--- src/rtl/tmr_irq_pkg.sv ---
package tmr_irq_pkg;
   localparam int NUM_SRC = 2;
   localparam int SRC_OVF = 0;
   localparam int SRC_CMP = 1;
   typedef logic [NUM_SRC-1:0] src_vec_t;
endpackage

--- src/rtl/tmr_evt_detect.sv ---
module tmr_evt_detect
   import tmr_irq_pkg::*;
#(
   parameter int CNT_W = 16
) (
   input  logic             tick,
   input  logic [CNT_W-1:0] cnt,
   input  logic [CNT_W-1:0] cmp,
   output src_vec_t         hit
);
   always_comb begin
      hit          = '0;
      hit[SRC_CMP] = tick && (cnt == cmp);
      hit[SRC_OVF] = tick && (&cnt);
   end
endmodule

--- src/rtl/tmr_flag_bit.sv ---
module tmr_flag_bit (
   input  logic clk,
   input  logic rst_n,
   input  logic set,
   input  logic clr,
   output logic q
);
   // a set event outranks any clear arriving in the same cycle
   always_ff @(posedge clk or negedge rst_n) begin
      if (!rst_n) q <= 1'b0;
      else        q <= set | (q & ~clr);
   end
endmodule

--- src/rtl/tmr_regbus.sv ---
module tmr_regbus
   import tmr_irq_pkg::*;
#(
   parameter int          ADDR_W    = 8,
   parameter int          DATA_W    = 8,
   parameter logic [7:0]  MASK_ADDR = 8'h6F,
   parameter logic [7:0]  FLAG_ADDR = 8'h36
) (
   input  logic [ADDR_W-1:0] addr,
   input  logic              we,
   input  src_vec_t          en_q,
   input  src_vec_t          flags_q,
   output logic              mask_we,
   output logic              flag_we,
   output logic [DATA_W-1:0] rdata
);
   localparam logic [ADDR_W-1:0] MASK_A = ADDR_W'(MASK_ADDR);
   localparam logic [ADDR_W-1:0] FLAG_A = ADDR_W'(FLAG_ADDR);

   logic hit_mask;
   logic hit_flag;

   assign hit_mask = (addr == MASK_A);
   assign hit_flag = (addr == FLAG_A);
   assign mask_we  = we && hit_mask;
   assign flag_we  = we && hit_flag;

   always_comb begin
      rdata = '0;
      if (hit_mask)      rdata[NUM_SRC-1:0] = en_q;
      else if (hit_flag) rdata[NUM_SRC-1:0] = flags_q;
   end
endmodule

--- src/rtl/tmr_irq_unit.sv ---
module tmr_irq_unit
   import tmr_irq_pkg::*;
#(
   parameter int          CNT_W     = 16,
   parameter int          ADDR_W    = 8,
   parameter int          DATA_W    = 8,
   parameter logic [7:0]  MASK_ADDR = 8'h6F,
   parameter logic [7:0]  FLAG_ADDR = 8'h36
) (
   input  logic              clk,
   input  logic              rst_n,
   input  logic [ADDR_W-1:0] bus_addr,
   input  logic              bus_we,
   input  logic [DATA_W-1:0] bus_wdata,
   output logic [DATA_W-1:0] bus_rdata,
   input  logic              tmr_tick,
   input  logic [CNT_W-1:0]  tmr_cnt,
   input  logic [CNT_W-1:0]  tmr_cmp,
   input  logic              gie,
   input  logic              ack_cmp,
   input  logic              ack_ovf,
   output logic              irq_cmp,
   output logic              irq_ovf
);
   if (DATA_W <= NUM_SRC) begin : g_bad_data_w
      $error("DATA_W must exceed the number of interrupt sources");
   end
   if (CNT_W < 2) begin : g_bad_cnt_w
      $error("CNT_W must be at least 2");
   end
   if (MASK_ADDR == FLAG_ADDR) begin : g_bad_map
      $error("enable and flag registers must sit at distinct addresses");
   end

   src_vec_t en_q;
   src_vec_t flags_q;
   src_vec_t hit;
   src_vec_t ack_vec;
   src_vec_t irq_q;
   logic     mask_we;
   logic     flag_we;
   logic     unused_wdata;

   assign unused_wdata = ^bus_wdata[DATA_W-1:NUM_SRC];

   always_comb begin
      ack_vec          = '0;
      ack_vec[SRC_CMP] = ack_cmp;
      ack_vec[SRC_OVF] = ack_ovf;
   end

   tmr_evt_detect #(.CNT_W(CNT_W)) u_detect (
      .tick (tmr_tick),
      .cnt  (tmr_cnt),
      .cmp  (tmr_cmp),
      .hit  (hit)
   );

   tmr_regbus #(
      .ADDR_W    (ADDR_W),
      .DATA_W    (DATA_W),
      .MASK_ADDR (MASK_ADDR),
      .FLAG_ADDR (FLAG_ADDR)
   ) u_regbus (
      .addr    (bus_addr),
      .we      (bus_we),
      .en_q    (en_q),
      .flags_q (flags_q),
      .mask_we (mask_we),
      .flag_we (flag_we),
      .rdata   (bus_rdata)
   );

   always_ff @(posedge clk or negedge rst_n) begin
      if (!rst_n)       en_q <= '0;
      else if (mask_we) en_q <= bus_wdata[NUM_SRC-1:0];
   end

   for (genvar i = 0; i < NUM_SRC; i++) begin : g_src
      logic clr_i;
      assign clr_i = (flag_we && bus_wdata[i]) || ack_vec[i];

      tmr_flag_bit u_flag (
         .clk   (clk),
         .rst_n (rst_n),
         .set   (hit[i]),
         .clr   (clr_i),
         .q     (flags_q[i])
      );

      always_ff @(posedge clk or negedge rst_n) begin
         if (!rst_n) irq_q[i] <= 1'b0;
         else        irq_q[i] <= flags_q[i] && en_q[i] && gie;
      end
   end

   assign irq_cmp = irq_q[SRC_CMP];
   assign irq_ovf = irq_q[SRC_OVF];
endmodule

--- config.mk ---
export PLATFORM = sky130hd
export DESIGN_NAME = tmr_irq_unit
export DESIGN_NICKNAME = d
export VERILOG_FILES = /design/src/rtl/tmr_irq_pkg.sv /design/src/rtl/tmr_evt_detect.sv /design/src/rtl/tmr_flag_bit.sv /design/src/rtl/tmr_regbus.sv /design/src/rtl/tmr_irq_unit.sv
export SDC_FILE = /design/constraint.sdc
export NUM_CORES = 1
export LEC_CHECK = 0
export BUFFER_PORTS_ARGS = -buffer_cell sky130_fd_sc_hd__clkbuf_2
export CORE_MARGIN = 8
export CORE_UTILIZATION = 32
export CTS_BUF_LIST = sky130_fd_sc_hd__clkbuf_16
export CTS_CLUSTER_DIAMETER = 80
export DETAILED_ROUTE_END_ITERATION = 16
export GPL_ROUTABILITY_DRIVEN = 0
export GPL_TIMING_DRIVEN = 0
export PLACE_DENSITY_LB_ADDON = 0.05
export SETUP_SLACK_MARGIN = 0.05
export SLEW_MARGIN = 0
export SYNTH_ARGS = -nofsm -noshare
export SYNTH_HDL_FRONTEND = slang
export SYNTH_SLANG_ARGS = --single-unit
--- constraint.sdc ---
create_clock -name clk -period 0.8 [get_ports clk]
set_input_delay 0.08 -clock clk [delete_from_list [all_inputs] [get_ports clk]]
set_output_delay 0.08 -clock clk [all_outputs]
set_load 0.01 [all_outputs]
==> results.cfg, run 1 <==
[hold_path]
hp-class = in -> reg

[route]
drc = 0
post_drt_wl_per_cell_um = 13.3
drt-initial-drc-count = 12
viasPerCell = 4.53
antenna_left = 0
wl_mm = 1.83
dr.pass1.iters = 4
vias = 621

[global_route]
gr-total-overflow = 0
track_usage_pct = 10.9
grt_max_degree = 7
grt_pass1_vias = 672
antenna_found_initial = 0
grt_pass1_wl_mm = 2.82

[run_status]
run_status = complete, but fails checks
violations = negative setup slack

[worst_setup_path]
cp-startpoint = en_q[0]
crit_path_end = bus_rdata[0]
critPathBufInv = 1
path_class = reg -> out
worstPathCellList = a22o_1, buf_2
path_depth = 2
cp_max_fo = 3
worstSetupStartpointType = flip-flop
max_stage_delay_ps = 390
crit_slowest_cell = dfrtp_1
cpLargestDelayFamily = flip-flops
rr_endpoint = g_src[0].u_flag.q
critPathArrivalTime_ps = 960
rrSetupSlack_ps = -50
critPathRequiredTime_ps = 720
rr_worst_depth = 3
r2r-start = g_src[0].u_flag.q
worstSetupEndpointType = output pin

[synthesis]
ys_types = 20
synth-xor-area-share_pct = 24.8
synth_compound_area_share_pct = 9.53
synthAdderAreaFrac_pct = 0
ys_ff_latch = 6
syn_area_sq_um = 564
yosys.area_share.simple_pct = 25.1
seq_area_frac_synth_pct = 26.6
yosysWarnings = 0
synthMuxAreaShare_pct = 3.99
synth.avg_cell_area_sq_um = 9.90
syn_inst = 57
synth_top_family_by_area = simple AND/OR/NAND/NOR gates

[floorplan]
fp.dieW_um = 58.0
rows = 15
core-area_sq_um = 1690
initial_core_util_pct = 33.4
fp.dieArea_sq_um = 3360
ios = 65
fp.dieH_um = 58.0

[clocking]
clock_latency_ps = 220
clkTransAtPathRegs_ps = 30
cts_htree_levels = 1
cts_root_buffer = clkbuf_16
numCtsBuffers = 3
cts_tree = yes
cts.sinks = 6
max-clock-path-buffers = 2

[finish]
drive_gt1_share_pct = 56.7
fin_nets = 177
final_common_cell = clkbuf_2
mostFrequentLayoutCells = clkbuf_2 (49), xnor2_1 (16), buf_4 (8)
multi_input_area_sq_um = 394
final_cells = 137
area_delta_synth_final_pct = 74.5
diodes = 0
fill_cells = 175
seq_area_sq_um = 150

[run]
maxCapViolCount = 0

[timing]
post-route-period-util_pct = 130
layout_setup_ws_ps = -240
setup-violations-final = 6
clock_skew_ps = 1.37
timing.final.crit_period_ps = 1040
slew_viol_final = 0
rsz0062_at_grt = true
max_clock_freq_mhz = 962
hold_viol_final = 0

[pwr]
irDropWorstVdd_mv = 1.46
pwr_density_cell_nw_per_um2 = 1440
p_total_mw = 1.42
power_leakage_nw = 0.519

[place]
port_buffers = 52
dp_cells = 131
hpwl_mm = 1.70
==> how the worst min path moves through the flow <==
| stage | startpoint | to | slack, ps | cells past startpoint |
|---|---|---|---|---|
| final | bus_wdata[1] | en_q[1] | 90 | 2 |
| after floorplan | rst_n | en_q[0] | -220 | 0 |
| after global placement | rst_n | en_q[0] | -90 | 1 |
| after CTS | bus_wdata[1] | en_q[1] | 90 | 2 |
| after detailed placement | rst_n | en_q[0] | -80 | 1 |
| after global routing | bus_wdata[1] | en_q[1] | 100 | 2 |
==> timing repair <==
item	CTS	global route
pin swaps	2	1
resized for setup	2	5
setup buffers	1	1
endpoints found under the setup margin	8	8
hold endpoints to repair	6	0
hold buffers	1	0
==> report_power, final <==
group,internal (mW),switching (mW)
clock,0.641,0.160
combinational,0.176,0.127
sequential,0.310,0.00334
total,1.13,0.290
==> stage by stage <==
step	setup TNS [ps]	worst slack (ps)	cell area [sq um]	hold slack, ps	utilization, %
finish	-866	-240	985	89.5	58.3
global route	-1230	-289	985	102	58.3
CTS	-811	-232	965	87.4	57.1
detailed placement	-1670	-352	865	-78.1	51.2
global placement	-1630	-344	865	-86.5	51.2
floorplan	-543	-163	583	-216	-
==> state kept, by name (all words and copies together), names as in the netlist <==
register        cells
en_q                2
irq_ovf             1
g_src.u_flag.q      2
irq_cmp             1
==> worst register-to-register path, stage by stage (launching register included) <==
cell and delay (ps):
dfrtp_1 400, inv_1 80, a311oi_2 40, a41o_1 220
==> synth_stat cells <==
master / instances / share of area, %
a41o_1: 1 / 1.8
xnor2_1: 16 / 25
a22o_1: 2 / 3.1
a311oi_1: 2 / 3.1
nand4_1: 6 / 6.7
nor4_4: 1 / 3.8
mux2_1: 2 / 4.0
nand2b_1: 1 / 1.1
conb_1: 1 / 0.66
nand4b_1: 1 / 1.6
nor2_2: 1 / 1.1
buf_4: 6 / 8.0
inv_1: 2 / 1.3
and3_1: 2 / 2.2
a31o_1: 1 / 1.6
dfrtp_1: 6 / 27
nand4b_4: 1 / 4.2
nor4_1: 2 / 2.2
nand2_1: 2 / 1.3
nand3_1: 1 / 0.89
==> layout make-up <==
cell class | instances | area share, %
Multi-Input combinational cell | 48 | 40.0
Timing Repair Buffer | 55 | 29.6
Sequential cell | 6 | 15.2
Clock buffer | 3 | 7.62
Buffer | 6 | 4.57
Tap cell | 17 | 2.16
Inverter | 2 | 0.762
==> layer usage <==
layer | part of all wire [%] | wire [um] | global-route usage (%)
met1 | 39 | 708 | 10.9
met2 | 50 | 919 | 18.0
met4 | 1.5 | 27 | 5.24
met5 | 0 | 0 | 0
met3 | 9.3 | 170 | 5.96
==> cell families after synthesis <==
family	count (synthesis)
compound gates	6
xor+xnor	16
buf+inv	8
flops	6
mux	2
other cells	1
simple gates	18
Power figures use the tool's default switching activity.
==> inputs of run 2 (changes only) <==
--- a/config.mk
+++ b/config.mk
@@ -5,7 +5,7 @@
 export SDC_FILE = /design/constraint.sdc
 export NUM_CORES = 1
 export LEC_CHECK = 0
-export BUFFER_PORTS_ARGS = -buffer_cell sky130_fd_sc_hd__clkbuf_2
+export BUFFER_PORTS_ARGS = -buffer_cell sky130_fd_sc_hd__buf_2
 export CORE_MARGIN = 8
 export CORE_UTILIZATION = 32
 export CTS_BUF_LIST = sky130_fd_sc_hd__clkbuf_16
==> run 2 against run 1 <==
  * The run still ends with negative setup slack left
  * Highest routed layer unchanged
  * Non-clock buffer count stayed put
  * Critical path depth unchanged
  * Clock power decreased by 2%
  * Clock skew barely moved
  * Register-to-register slack got worse by 70 ps
  * Via count increased by 1.9%
  * Die area unchanged
  * Sequential cell count is the same
  * First-iteration DRC count rose by 58%
  * Count of clock-buffer cells in the layout stayed put
  * Largest cell class unchanged
  * Wire length decreased by 2.3%
==> results.cfg, run 2 (synthesis gave the netlist of run 1 again) <==
[pwr]
p_total_mw = 1.42
pwr_density_cell_nw_per_um2 = 1410
irDropWorstVdd_mv = 1.28
power_leakage_nw = 0.518

[clocking]
clock_latency_ps = 220
numCtsBuffers = 3
clkTransAtPathRegs_ps = 30
cts.sinks = 6
max-clock-path-buffers = 2
cts_tree = yes
cts_root_buffer = clkbuf_16
cts_htree_levels = 1

[worst_setup_path]
crit_path_end = bus_rdata[0]
cp-startpoint = en_q[0]
worstSetupStartpointType = flip-flop
critPathArrivalTime_ps = 970
worstSetupEndpointType = output pin
cp_max_fo = 3
rr_worst_depth = 3
rr_endpoint = g_src[0].u_flag.q
path_class = reg -> out
rrSetupSlack_ps = -120
r2r-start = g_src[0].u_flag.q
critPathRequiredTime_ps = 720

[finish]
fin_nets = 177
drive_gt1_share_pct = 58.3
top_regs = en_q x2, g_src.u_flag.q x2
final_common_cell = buf_2
fill_cells = 168
area_delta_synth_final_pct = 78.0
diodes = 0
mostFrequentLayoutCells = buf_2 (50), xnor2_1 (16)
final_area_sq_um = 1000

[route]
drt-initial-drc-count = 19
dr.pass1.iters = 4
viasPerCell = 4.62
wl_mm = 1.78
drc = 0
post_drt_wl_per_cell_um = 13.0
vias = 633
antenna_left = 0

[timing]
timing.final.crit_period_ps = 1050
max_clock_freq_mhz = 951
hold_viol_final = 0
rsz0062_at_grt = true
slew_viol_final = 0
post-route-period-util_pct = 131
layout_setup_ws_ps = -252
clock_skew_ps = 1.30
setup-violations-final = 6

[floorplan]
fp.dieArea_sq_um = 3360
core-area_sq_um = 1690
rows = 15
ios = 65
fp.dieH_um = 58.0
initial_core_util_pct = 33.4
fp.dieW_um = 58.0

[hold_path]
min_path_cells = 2
hp-class = in -> reg

[run]
maxCapViolCount = 0

[place]
pre_cts_ws_ps = -387
port_buffers = 52
hpwl_mm = 1.59
place_area_sq_um = 865

[global_route]
grt_pass1_vias = 678
gr-total-overflow = 0
track_usage_pct = 10.6
grt_max_degree = 7
grt_pass1_wl_mm = 2.77
antenna_found_initial = 0

[run_status]
run_status = complete, but fails checks
violations = negative setup slack
## run 2: cell types whose count changed in the layout (fill, tap and decap cells not counted)
| cell | previous run | this run |
|---|---|---|
| mux2_1 | 2 | 0 |
| a311oi_1 | 1 | 2 |
| and3_4 | 0 | 1 |
| clkbuf_2 | 49 | 0 |
| buf_6 | 1 | 4 |
| a311oi_2 | 1 | 0 |
| mux2_4 | 0 | 2 |
| buf_4 | 8 | 6 |
| buf_2 | 2 | 50 |
| and3_1 | 2 | 1 |
## run 2: power by group
| part | switching (mW) | leakage (nW) | total, mW | internal (mW) |
|---|---|---|---|---|
| combinational | 0.128 | 0.397 | 0.316 | 0.188 |
| sequential | 0.00401 | 0.0835 | 0.314 | 0.310 |
| clock | 0.149 | 0.0370 | 0.788 | 0.639 |
## run 2: layout make-up
type	instances	area, sq um	area share (%)
multi-input cells	48	400	39.9
repair buffers	55	305	30.4
flip-flops and latches	6	150	14.9
clock buffers	3	75.1	7.47
plain buffers	6	45.0	4.48
well taps	17	21.3	2.12
inverters	2	7.51	0.747
## run 2: worst min-delay path by stage
stage,from,to,slack (ps)
floorplan,rst_n,en_q[0],-220
global placement,rst_n,en_q[0],-90
detailed placement,rst_n,en_q[1],-90
CTS,gie,irq_cmp,100
global route,bus_wdata[1],en_q[1],110
finish,tmr_tick,g_src[1].u_flag.q,100
## run 2: per-layer routing
layer / share of wire, % / global-route usage (%) / wire length, um / vias to the layer above
li1: - / - / - / 324
met1: 38 / 10.7 / 673 / 272
met2: 50 / 16.7 / 884 / 35
met3: 12 / 6.84 / 206 / 2
met4: 1.1 / 5.24 / 19 / 0
met5: 0 / 0 / 0 / -
## run 2: critical path, cell delays in order, from the launching register on
cell and delay, ps:
dfrtp_1 390, a22o_1 220, buf_2 140
## run 2: timing repair
item / in CTS / in global routing
resized for setup: 6 / 4
pin swaps: 2 / 1
buffers inserted: 2 / 1
setup endpoints to repair: 8 / 9
hold buffers: 1 / 0
endpoints found under the hold margin: 6 / 0
## run 2: per-stage QoR
stage	instances	TNS (ps)	hold WS (ps)	util, %
2_1_floorplan	62	-543	-216	-
3_3_place_gp	131	-1710	-90.3	51.2
3_5_place_dp	131	-1800	-90.9	51.2
4_1_cts	137	-863	101	58.6
5_1_grt	137	-1050	107	59.5
6_report	137	-887	105	59.5
==> inputs of run 3 (changes only) <==
==> constraint.sdc (replaced) <==
create_clock -name clk -period 1.01 [get_ports clk]
set_input_delay 0.101 -clock clk [delete_from_list [all_inputs] [get_ports clk]]
set_output_delay 0.101 -clock clk [all_outputs]
set_load 0.01 [all_outputs]
==> run 3 against run 2 <==
  * The run still ends with negative setup slack left
  * Die area is the same
  * First-iteration DRC count decreased by 5.3%
  * Global-route usage down 0.72 points
  * Critical path depth grew 3
  * Wire length is 2.7% lower
  * Non-clock buffer count shrank 2
  * Combinational power down 25%
  * Worst hold slack improved by 11 ps
  * Via count fell by 2.5%
  * Critical path type is now in -> out
==> results.cfg, run 3 (synthesis gave the netlist of run 1 again) <==
[run_status]
run_status = complete, but fails checks
violations = negative setup slack

[place]
port_buffers = 52
hpwl_mm = 1.56

[floorplan]
fp.dieArea_sq_um = 3360
core-area_sq_um = 1690
initial_core_util_pct = 33.4
ios = 65
fp.dieH_um = 58.0
rows = 15
fp.dieW_um = 58.0

[pwr]
irDropWorstVdd_mv = 0.662
clkPwrFrac_pct = 56.2
combPwrFrac_pct = 21.4
power_leakage_nw = 0.500
internal-power_uw = 893
power_switching_uw = 219
p_seq_share_pct = 22.4
swShare_pct = 19.7
pwr_density_cell_nw_per_um2 = 1160

[route]
dr.pass1.iters = 4
viasPerCell = 4.57
drt-initial-drc-count = 18
post_drt_wl_per_cell_um = 12.9
vias = 617
antenna_left = 0
drc = 0
wl_mm = 1.74

[global_route]
track_usage_pct = 9.92
antenna_found_initial = 0
grt_max_degree = 7
grt_pass1_vias = 629
gr-total-overflow = 0
grt_pass1_wl_mm = 2.58

[clocking]
clock_latency_ps = 220
clkTransAtPathRegs_ps = 30
cts.sinks = 6
cts_root_buffer = clkbuf_16
cts_htree_levels = 1
max-clock-path-buffers = 2
cts_tree = yes
numCtsBuffers = 3

[finish]
final_common_cell = buf_2
fin_nets = 175
fill_cells = 157
drive_gt1_share_pct = 54.2
diodes = 0
mostFrequentLayoutCells = buf_2 (51), xnor2_1 (16)
utilization_pct = 56.6
area_delta_synth_final_pct = 69.4
top_regs = en_q x2, g_src.u_flag.q x2
seq_area_sq_um = 150
multi_input_area_sq_um = 380

[timing]
timing.final.crit_period_ps = 1080
slew_viol_final = 0
hold_viol_final = 0
setup-violations-final = 2
clock_skew_ps = 1.47
layout_setup_ws_ps = -66.0
rsz0062_at_grt = true
post-route-period-util_pct = 107
max_clock_freq_mhz = 929
whs_ps = 116

[worst_setup_path]
critPathBufInv = 2
cp_max_fo = 4
worstSetupEndpointType = output pin
max_stage_delay_ps = 310
worstPathCellList = buf_6, nand4b_4, nor4_4, a22o_1, buf_2
critPathRequiredTime_ps = 910
crit_slowest_cell = nor4_4
critPathArrivalTime_ps = 970
rrSetupSlack_ps = 120
cpLargestDelayFamily = simple AND/OR/NAND/NOR gates
worstSetupStartpointType = primary input
path_class = in -> out

[run]
maxCapViolCount = 0

[hold_path]
hp-class = in -> reg
[run 3: cell type report]
type                            count  area share [%]
Multi-Input combinational cell     48            39.8
Timing Repair Buffer               53            28.9
Sequential cell                     6            15.7
Clock buffer                        3            7.85
Buffer                              6            4.71
Tap cell                           17            2.23
Inverter                            2           0.785
[run 3: per-stage QoR]
step           TNS (ps)  area [sq um]  worst slack [ps]  instances  total power [mW]
2_1_floorplan         0           583              25.9         62             0.354
3_3_place_gp       -631           865              -174        131             0.480
3_5_place_dp       -740           865              -194        131             0.483
4_1_cts            -131           956             -68.5        135              1.12
5_1_grt            -315           956              -149        135              1.16
6_report           -120           956             -66.0        135              1.11
[run 3: worst paths after layout]
| path | start | endpoint | cells past startpoint |
|---|---|---|---|
| worst max register to register | g_src[1].u_flag.q | g_src[1].u_flag.q | 3 |
| worst min-delay path | bus_wdata[0] | en_q[0] | 2 |
| max in group asynchronous | rst_n | en_q[1] | 2 |
| worst min register to register | en_q[0] | en_q[0] | 1 |
| min in group asynchronous | rst_n | en_q[0] | 2 |
| worst max-delay path | bus_addr[7] | bus_rdata[1] | 5 |
[run 3: per-layer routing]
layer	vias up	GRT usage (%)	part of all wire, %
met1	263	10.5	41
met5	-	0	0
met3	2	5.08	9.1
met2	30	15.3	48
li1	322	-	-
met4	0	6.29	1.5
[run 3: power by group through the flow]
stage               clock network, mW  logic [mW]  registers, mW
finish                          0.625       0.238          0.249
global route                    0.650       0.260          0.249
CTS                             0.635       0.239          0.249
detailed placement                  0       0.232          0.251
global placement                    0       0.229          0.251
floorplan                           0       0.103          0.250
[run 3: timing repair]
item	CTS	global route
setup endpoints to repair	3	4
endpoints found under the hold margin	6	0
pin swaps	1	1
setup buffers	0	0
gates resized for setup	1	0
hold buffers	1	0
